File: src/rtl/rtc_keeper_pkg.sv
package rtc_keeper_pkg;
    // Word addresses (software-visible layout)
    localparam logic [2:0] RA_SEC      = 3'd0;
    localparam logic [2:0] RA_FRAC     = 3'd1;
    localparam logic [2:0] RA_ALM_SEC  = 3'd2;
    localparam logic [2:0] RA_ALM_FRAC = 3'd3;
    localparam logic [2:0] RA_CTRL     = 3'd4;
    localparam logic [2:0] RA_STAT     = 3'd5;
    localparam logic [2:0] RA_IEN      = 3'd6;

    // Status and control bit positions
    localparam int B_BUSY = 10;
    localparam int B_NEXT = 9;
    localparam int B_DONE = 8;
    localparam int B_ERR  = 7;
    localparam int B_ALM  = 4;
    localparam int B_NV   = 1;
    localparam int B_SV   = 0;
    localparam int B_RUN  = 3;

    localparam logic [31:0] IEN_MASK  = (32'd1 << B_NEXT) | (32'd1 << B_DONE)
                                      | (32'd1 << B_ERR)  | (32'd1 << B_ALM);
    localparam logic [31:0] W1C_MASK  = (32'd1 << B_DONE) | (32'd1 << B_ERR)
                                      | (32'd1 << B_ALM)  | (32'd1 << B_NV)
                                      | (32'd1 << B_SV);
    localparam logic [31:0] CTRL_MASK = 32'd1 << B_RUN;

    typedef enum logic {
        WP_IDLE,
        WP_HOLD
    } wp_state_e;
endpackage

File: src/rtl/rtc_keeper_wrport.sv
module rtc_keeper_wrport
    import rtc_keeper_pkg::*;
#(
    parameter int WR_LAT = 4,
    parameter int AW     = 3,
    parameter int DW     = 32
) (
    input  logic          clk,
    input  logic          rst_n,
    input  logic          tick_en,
    input  logic          req_we,
    input  logic [AW-1:0] req_addr,
    input  logic [DW-1:0] req_wdata,
    input  logic          locked,
    output logic          busy,
    output logic          reject,
    output logic          commit,
    output logic [AW-1:0] cmt_addr,
    output logic [DW-1:0] cmt_data
);
    localparam int            CW   = (WR_LAT > 1) ? $clog2(WR_LAT) : 1;
    localparam logic [CW-1:0] LAST = CW'(WR_LAT - 1);

    wp_state_e     state_q, state_d;
    logic [CW-1:0] cnt_q;
    logic          accept;

    // Next-state process
    always_comb begin
        state_d = state_q;
        unique case (state_q)
            WP_IDLE: if (accept) state_d = WP_HOLD;
            WP_HOLD: if (commit) state_d = WP_IDLE;
            default: state_d = WP_IDLE;
        endcase
    end

    // State register
    always_ff @(posedge clk or negedge rst_n) begin
        if (!rst_n) state_q <= WP_IDLE;
        else        state_q <= state_d;
    end

    // Output process
    always_comb begin
        busy   = (state_q == WP_HOLD);
        reject = req_we && (busy || (locked && req_addr != RA_STAT));
        accept = req_we && !reject;
        commit = busy && tick_en && (cnt_q == LAST);
    end

    // Capture and tick counting
    always_ff @(posedge clk or negedge rst_n) begin
        if (!rst_n) begin
            cnt_q    <= '0;
            cmt_addr <= '0;
            cmt_data <= '0;
        end else if (accept) begin
            cnt_q    <= '0;
            cmt_addr <= req_addr;
            cmt_data <= req_wdata;
        end else if (busy && tick_en && !commit) begin
            cnt_q <= cnt_q + 1'b1;
        end
    end


    busy_from_write_chk: assert property (@(posedge clk) disable iff (!rst_n)
        $rose(busy) |-> $past(req_we));

    commit_frees_chk: assert property (@(posedge clk) disable iff (!rst_n)
        commit |=> !busy);

    hold_without_tick_chk: assert property (@(posedge clk) disable iff (!rst_n)
        (busy && !tick_en) |=> busy);
endmodule

File: src/rtl/rtc_keeper_timebase.sv
module rtc_keeper_timebase
    import rtc_keeper_pkg::*;
#(
    parameter int FRAC_W = 15,
    parameter int SEC_W  = 32
) (
    input  logic              clk,
    input  logic              rst_n,
    input  logic              tick_en,
    input  logic              run_en,
    input  logic              commit,
    input  logic [2:0]        cmt_addr,
    input  logic [SEC_W-1:0]  cmt_data,
    output logic [SEC_W-1:0]  sec_q,
    output logic [FRAC_W-1:0] frac_q,
    output logic [SEC_W-1:0]  asec_q,
    output logic [FRAC_W-1:0] afrac_q,
    output logic              alarm_hit
);
    localparam logic [FRAC_W-1:0] FMAX = '1;

    logic armed_q;
    logic running, adv, roll;
    logic ld_sec, ld_frac, ld_asec, ld_afrac;

    always_comb begin
        running   = run_en && armed_q;
        adv       = running && tick_en;
        roll      = adv && (frac_q == FMAX);
        ld_sec    = commit && (cmt_addr == RA_SEC);
        ld_frac   = commit && (cmt_addr == RA_FRAC);
        ld_asec   = commit && (cmt_addr == RA_ALM_SEC);
        ld_afrac  = commit && (cmt_addr == RA_ALM_FRAC);
        alarm_hit = (asec_q != '1) && (sec_q == asec_q) && (frac_q == afrac_q);
    end

    always_ff @(posedge clk or negedge rst_n) begin
        if (!rst_n) begin
            armed_q <= 1'b0;
            sec_q   <= '0;
            frac_q  <= '0;
            asec_q  <= '1;
            afrac_q <= '0;
        end else begin
            if (adv)     frac_q  <= frac_q + 1'b1;
            if (roll)    sec_q   <= sec_q + 1'b1;
            if (ld_frac) frac_q  <= cmt_data[FRAC_W-1:0];
            if (ld_sec) begin
                sec_q   <= cmt_data;
                armed_q <= 1'b1;
            end
            if (ld_asec)  asec_q  <= cmt_data;
            if (ld_afrac) afrac_q <= cmt_data[FRAC_W-1:0];
        end
    end


    unarmed_still_chk: assert property (@(posedge clk) disable iff (!rst_n)
        (!armed_q && !ld_sec) |=> $stable(sec_q));

    carry_into_sec_chk: assert property (@(posedge clk) disable iff (!rst_n)
        (running && tick_en && frac_q == FMAX && !ld_sec) |=> (sec_q == $past(sec_q) + 1'b1));

    frac_hold_chk: assert property (@(posedge clk) disable iff (!rst_n)
        (!tick_en && !ld_frac) |=> $stable(frac_q));
endmodule

File: src/rtl/rtc_keeper_status.sv
module rtc_keeper_status
    import rtc_keeper_pkg::*;
(
    input  logic        clk,
    input  logic        rst_n,
    input  logic        commit,
    input  logic [2:0]  cmt_addr,
    input  logic [31:0] cmt_data,
    input  logic        wr_reject,
    input  logic        busy,
    input  logic        alarm_hit,
    output logic        locked,
    output logic        run_en,
    output logic [31:0] stat_word,
    output logic [31:0] ien_word,
    output logic        irq
);
    logic        done_q, err_q, alm_q, nv_q, sv_q, run_q, irq_q;
    logic [31:0] ien_q;
    logic        stat_wr;
    logic [31:0] w1c;

    always_comb begin
        stat_wr   = commit && (cmt_addr == RA_STAT);
        w1c       = stat_wr ? (cmt_data & W1C_MASK) : '0;
        stat_word = '0;
        stat_word[B_BUSY] = busy;
        stat_word[B_NEXT] = !busy;
        stat_word[B_DONE] = done_q;
        stat_word[B_ERR]  = err_q;
        stat_word[B_ALM]  = alm_q;
        stat_word[B_NV]   = nv_q;
        stat_word[B_SV]   = sv_q;
        locked   = nv_q;
        run_en   = run_q;
        ien_word = ien_q;
        irq      = irq_q;
    end

    always_ff @(posedge clk or negedge rst_n) begin
        if (!rst_n) begin
            done_q <= 1'b0;
            err_q  <= 1'b0;
            alm_q  <= 1'b0;
            nv_q   <= 1'b1;
            sv_q   <= 1'b0;
            run_q  <= 1'b0;
            ien_q  <= '0;
            irq_q  <= 1'b0;
        end else begin
            done_q <= (done_q | commit) & ~w1c[B_DONE];
            err_q  <= (err_q & ~w1c[B_ERR]) | wr_reject;
            alm_q  <= (alm_q & ~w1c[B_ALM]) | alarm_hit;
            nv_q   <= nv_q & ~(w1c[B_NV] & w1c[B_SV]);
            sv_q   <= sv_q & ~w1c[B_SV];
            if (commit && cmt_addr == RA_CTRL) run_q <= |(cmt_data & CTRL_MASK);
            if (commit && cmt_addr == RA_IEN)  ien_q <= cmt_data & IEN_MASK;
            irq_q  <= |(stat_word & ien_q);
        end
    end


    done_after_commit_chk: assert property (@(posedge clk) disable iff (!rst_n)
        (commit && !(stat_wr && cmt_data[B_DONE])) |=> done_q);

    reject_flags_chk: assert property (@(posedge clk) disable iff (!rst_n)
        wr_reject |=> err_q);

    locked_no_commit_chk: assert property (@(posedge clk) disable iff (!rst_n)
        nv_q |-> !(commit && cmt_addr != RA_STAT));

    alarm_cause_chk: assert property (@(posedge clk) disable iff (!rst_n)
        $rose(alm_q) |-> $past(alarm_hit));
endmodule

File: src/rtl/rtc_keeper.sv
module rtc_keeper
    import rtc_keeper_pkg::*;
#(
    parameter int FRAC_W = 15,
    parameter int WR_LAT = 4
) (
    input  logic        clk,
    input  logic        rst_n,
    input  logic        tick_en,
    input  logic [2:0]  reg_addr,
    input  logic        reg_we,
    input  logic [31:0] reg_wdata,
    output logic [31:0] reg_rdata,
    output logic        irq
);
    logic              busy, reject, commit, locked, run_en, alarm_hit;
    logic [2:0]        cmt_addr;
    logic [31:0]       cmt_data, stat_word, ien_word, sec, asec;
    logic [FRAC_W-1:0] frac, afrac;

    rtc_keeper_wrport #(.WR_LAT(WR_LAT), .AW(3), .DW(32)) u_wrport (
        .clk(clk), .rst_n(rst_n), .tick_en(tick_en),
        .req_we(reg_we), .req_addr(reg_addr), .req_wdata(reg_wdata),
        .locked(locked), .busy(busy), .reject(reject), .commit(commit),
        .cmt_addr(cmt_addr), .cmt_data(cmt_data)
    );

    rtc_keeper_timebase #(.FRAC_W(FRAC_W), .SEC_W(32)) u_timebase (
        .clk(clk), .rst_n(rst_n), .tick_en(tick_en), .run_en(run_en),
        .commit(commit), .cmt_addr(cmt_addr), .cmt_data(cmt_data),
        .sec_q(sec), .frac_q(frac), .asec_q(asec), .afrac_q(afrac),
        .alarm_hit(alarm_hit)
    );

    rtc_keeper_status u_status (
        .clk(clk), .rst_n(rst_n), .commit(commit), .cmt_addr(cmt_addr),
        .cmt_data(cmt_data), .wr_reject(reject), .busy(busy),
        .alarm_hit(alarm_hit), .locked(locked), .run_en(run_en),
        .stat_word(stat_word), .ien_word(ien_word), .irq(irq)
    );

    always_comb begin
        case (reg_addr)
            RA_SEC:      reg_rdata = sec;
            RA_FRAC:     reg_rdata = 32'(frac);
            RA_ALM_SEC:  reg_rdata = asec;
            RA_ALM_FRAC: reg_rdata = 32'(afrac);
            RA_CTRL:     reg_rdata = run_en ? CTRL_MASK : 32'd0;
            RA_STAT:     reg_rdata = stat_word;
            RA_IEN:      reg_rdata = ien_word;
            default:     reg_rdata = 32'd0;
        endcase
    end
endmodule

File: config.mk
export PLATFORM = sky130hd
export DESIGN_NAME = rtc_keeper
export DESIGN_NICKNAME = d
export VERILOG_FILES = /design/src/rtl/rtc_keeper_pkg.sv /design/src/rtl/rtc_keeper_wrport.sv /design/src/rtl/rtc_keeper_timebase.sv /design/src/rtl/rtc_keeper_status.sv /design/src/rtl/rtc_keeper.sv
export SDC_FILE = /design/constraint.sdc
export NUM_CORES = 1
export LEC_CHECK = 0
export BUFFER_PORTS_ARGS = -buffer_cell sky130_fd_sc_hd__buf_2
export CAP_MARGIN = 20
export CORE_ASPECT_RATIO = 0.8
export CORE_MARGIN = 3
export CORE_UTILIZATION = 44
export CTS_BUF_LIST = sky130_fd_sc_hd__clkbuf_8
export DETAILED_ROUTE_END_ITERATION = 12
export PLACE_DENSITY_LB_ADDON = 0.15
export SETUP_SLACK_MARGIN = 0.4
export SYNTH_ARGS = -nofsm -noshare
export SYNTH_HDL_FRONTEND = slang
export SYNTH_SLANG_ARGS = --single-unit
File: constraint.sdc
create_clock -name clk -period 3.1 [get_ports clk]
set_clock_uncertainty 0.15 [all_clocks]
set_input_delay 0.62 -clock clk [delete_from_list [all_inputs] [get_ports clk]]
set_output_delay 0.62 -clock clk [all_outputs]
set_load 0.005 [all_outputs]
==> flow_metrics.py <==
metrics = {
    "status": {
        "status": "completed",
    },
    "clock_tree": {
        "cts_buffers": 17,
        "htreeDepth": 4,
        "cts.sinks": 144,
        "clock_latency_ns": 0.47,
        "tritoncts": "built",
        "ctsRootBufferMaster": "clkbuf_8",
        "clk_pin_slew_ns": 0.09,
        "clk_path_buf_depth": 2,
    },
    "drt": {
        "firstDrtPassIters": 5,
        "dr_total_vias": 6218,
        "drt-total-wl_mm": 22.7,
        "vias_per_cell": 6.02,
        "detail-route-antenna-nets": 0,
        "drc": 0,
        "post_drt_wl_per_cell_um": 22.0,
        "drt_iter0_markers": 422,
    },
    "final_layout": {
        "nets": 842,
        "drive_gt1_share_pct": 35.2,
        "antennaDiodeCount": 0,
        "fill_cells": 1522,
        "syn_to_final_growth_pct": 15.6,
    },
    "sta": {
        "tns_ns": 0,
        "worst_slew_pin_slew_ns": 0.709,
        "hold_slack_ns": 0.231,
        "setup_viol": 0,
        "period_minus_slack_ns": 2.67,
        "fmax_mhz": 375,
        "hold_viol_final": 0,
        "slew_viol_final": 0,
        "slew_headroom_pct": 52.3,
        "rsz0062_at_grt": "no",
        "post-route-period-util_pct": 86.1,
        "setup_slack_ns": 0.430,
    },
    "logic_synthesis": {
        "synth-seq-area-share_pct": 46.8,
        "async_flop_share_pct": 100,
        "synth_edf_count": 0,
        "synth_flop_cell": "dfrtp_1",
        "syn-cell-area_sq_mm": 0.00780,
        "ys_types": 50,
        "synth_fp_nets": 771,
        "synth_compound_area_share_pct": 9.29,
        "synth_top_family_by_area": "multiplexers",
        "syn_area_per_cell_sq_um": 10.7,
        "synth_xor_area_share_pct": 8.65,
        "ys_warn_count": 0,
        "synthCells": 729,
        "synth-simple-area-share_pct": 15.5,
        "synth_fa_ha_area_share_pct": 0.481,
        "ys_ff_latch": 144,
        "muxShareOfSynthArea_pct": 16.4,
    },
    "global_route": {
        "grt_pass1_wl_mm": 35.8,
        "grt_max_degree": 62,
        "grt_pass1_vias": 6204,
        "antenna_found_initial": 0,
        "track_usage_pct": 23.9,
        "grt_overflow_total": 0,
    },
    "die": {
        "die-area_sq_mm": 0.0194,
        "die_w_um": 155,
        "fp.dieH_um": 125,
        "num_io_pins": 72,
        "coreArea_sq_mm": 0.0170,
        "rows": 42,
        "start_util_pct": 45.9,
    },
    "setup_path": {
        "critPathSlowestCell": "buf_2",
        "slowest_delay_ns": 0.22,
        "worstRegToRegCells": 7,
        "critPathRequiredTime_ns": 2.33,
        "crit_fanout": 20,
        "cp-end-kind": "primary output",
        "crit_type": "input port to primary output",
        "crit_arrival_ns": 1.90,
        "critical_path.most_common_cell": "buf_2",
        "start_kind": "input port",
        "cp_cell_sequence": "buf_2 > buf_12 > nor2b_1 > buf_4 > a22oi_1 > o22ai_1 > buf_2",
    },
    "min_path": {
        "hold_class": "input port to register",
        "holdPathStages": 2,
    },
    "placed_design": {
        "place.gp.congestion": 0.907,
        "post-place-ws_ns": 0.149,
        "numPortBuffers": 71,
        "place.detailed.hpwl_mm": 16.7,
    },
    "pwr": {
        "irDropWorstVdd_uv": 377,
        "power_density_mw_per_mm2": 850,
        "static-leakage-power_uw": 0.00376,
    },
    "job": {
        "cap_violations": 0,
    },
}
[cells by family after synthesis]
logic type / Yosys count
AO/OA/AOI/OAI: 112
XOR/XNOR: 77
adder cells (fa/ha/maj): 3
multiplexers: 106
buffers and inverters: 58
AND/OR/NAND/NOR: 229
flip-flops: 144
[cells in the final DEF (no fill, tap or decap), types with 3 or more instances in the layout]
cell / n
o31ai_1: 7
nor4_1: 15
mux2_2: 92
a22o_1: 18
buf_12: 3
a31oi_1: 20
xnor2_1: 51
nand4_1: 29
dfrtp_1: 106
mux2i_1: 6
nand3_1: 23
a21oi_1: 5
inv_1: 10
buf_4: 27
buf_2: 68
xor2_1: 26
clkbuf_8: 19
o21ai_0: 43
mux4_2: 8
and3_1: 7
nand2b_1: 3
and4_1: 3
bufinv_16: 4
nand2_1: 59
o22ai_1: 3
dfstp_2: 33
or4_1: 9
or3_1: 10
nor2_1: 33
or4_4: 3
a22oi_1: 8
dfrtp_2: 5
inv_6: 3
nor3_1: 7
and2_1: 9
[layout make-up]
class / instances / area, sq um / area share [%]
Multi-Input combinational cell: 527 / 3980 / 44.1
Sequential cell: 144 / 3650 / 40.5
Clock inverter: 13 / 184 / 2.04
Timing Repair Buffer: 101 / 636 / 7.05
Tap cell: 220 / 275 / 3.05
Clock buffer: 19 / 262 / 2.90
Inverter: 9 / 33.8 / 0.375
[per-stage QoR]
stage          instance area [sq um]  power [uW]  utilization [%]  cells
5_1_grt                         9020        8090             53.1   1033
3_5_place_dp                    8500        5950             50.1    998
3_3_place_gp                    8500        5880             50.1    998
2_1_floorplan                   7800        4990                -    729
4_1_cts                         8980        7660             52.9   1032
6_report                        9020        7660             53.1   1033
[registers in the layout, summed over array words and instances, names as in the netlist, 2 cells and up]
signal,count
u_wrport.cnt_q,2
u_timebase.sec_q,32
u_timebase.frac_q,15
u_timebase.asec_q,32
u_status.ien_word,4
u_timebase.afrac_q,15
u_wrport.cmt_data,32
u_wrport.cmt_addr,3
[cell usage after synthesis (2+ instances only)]
library cell  number  area share, %
nand3_1           24            1.5
buf_1              4           0.19
or3_1             10           0.80
nor2b_1            2           0.16
nor2_1            35            1.7
dfstp_2           33             11
xor2_1            26            2.9
ha_1               3           0.48
or4_1             10           0.96
nand4_1           29            2.3
or2_2              2           0.16
nor3_1             9           0.58
a31oi_1           20            1.6
o22ai_1            3           0.24
o21ai_0           43            2.8
a21oi_1            5           0.32
nand2_1           59            2.8
mux2i_1            6           0.77
clkbuf_1          36            1.7
inv_1              9           0.43
a22o_1            18            2.0
o31ai_1            7           0.67
xnor2_1           51            5.7
and2_1            10           0.80
or4_4              2           0.29
nand2b_1           3           0.24
a22oi_1            8           0.77
and3_1             8           0.64
a221oi_1           2           0.22
mux4_2             8            2.3
nand3_2            2           0.26
mux2_2            92             13
and4_1             3           0.34
buf_2              7           0.45
nor4_1            15            1.2
dfrtp_1          111             36
[worst max-delay path: cells and delay by family]
kind                   cells  cell delay [ns]
AO/OA/AOI/OAI              2             0.31
buffers and inverters      4             0.76
AND/OR/NAND/NOR            1             0.20
[routing by layer]
layer	wire length (um)	GRT usage, %	up-vias	share of wire [%]
met1	10800	35.7	3184	48
met5	0	0	-	0
met2	10100	35.3	198	45
li1	-	-	2809	-
met3	1420	5.39	27	6.3
met4	297	6.07	0	1.3
[what timing repair did]
action,CTS,global route
gates cloned,0,0
hold endpoints to repair,40,0
resized for setup,8,8
setup endpoints to repair,38,10
hold buffers,1,0
pin swaps,0,0
buffers inserted,1,1
[final timing paths]
kind,to,startpoint,slack (ns)
max,reg_rdata[10],reg_addr[1],0.43
min,u_wrport.cmt_data[21]$_DFFE_PN0P_,reg_wdata[21],0.23
max reg2reg,u_timebase.sec_q[26]$_DFFE_PN0P_,u_timebase.frac_q[0]$_DFFE_PN0P_,0.50
min reg2reg,u_status.locked$_DFF_PN1_,u_status.locked$_DFF_PN1_,0.32
max in group asynchronous,u_timebase.asec_q[7]$_DFFE_PN1P_,rst_n,1.41
min in group asynchronous,u_wrport.cmt_data[25]$_DFFE_PN0P_,rst_n,0.52
[report_power, final]
group / leakage (uW) / switching [uW] / internal (uW)
Combinational: 0.00178 / 903 / 1170
Clock: 0.000224 / 750 / 922
Sequential: 0.00175 / 1170 / 2750
Power figures use the tool's default switching activity.
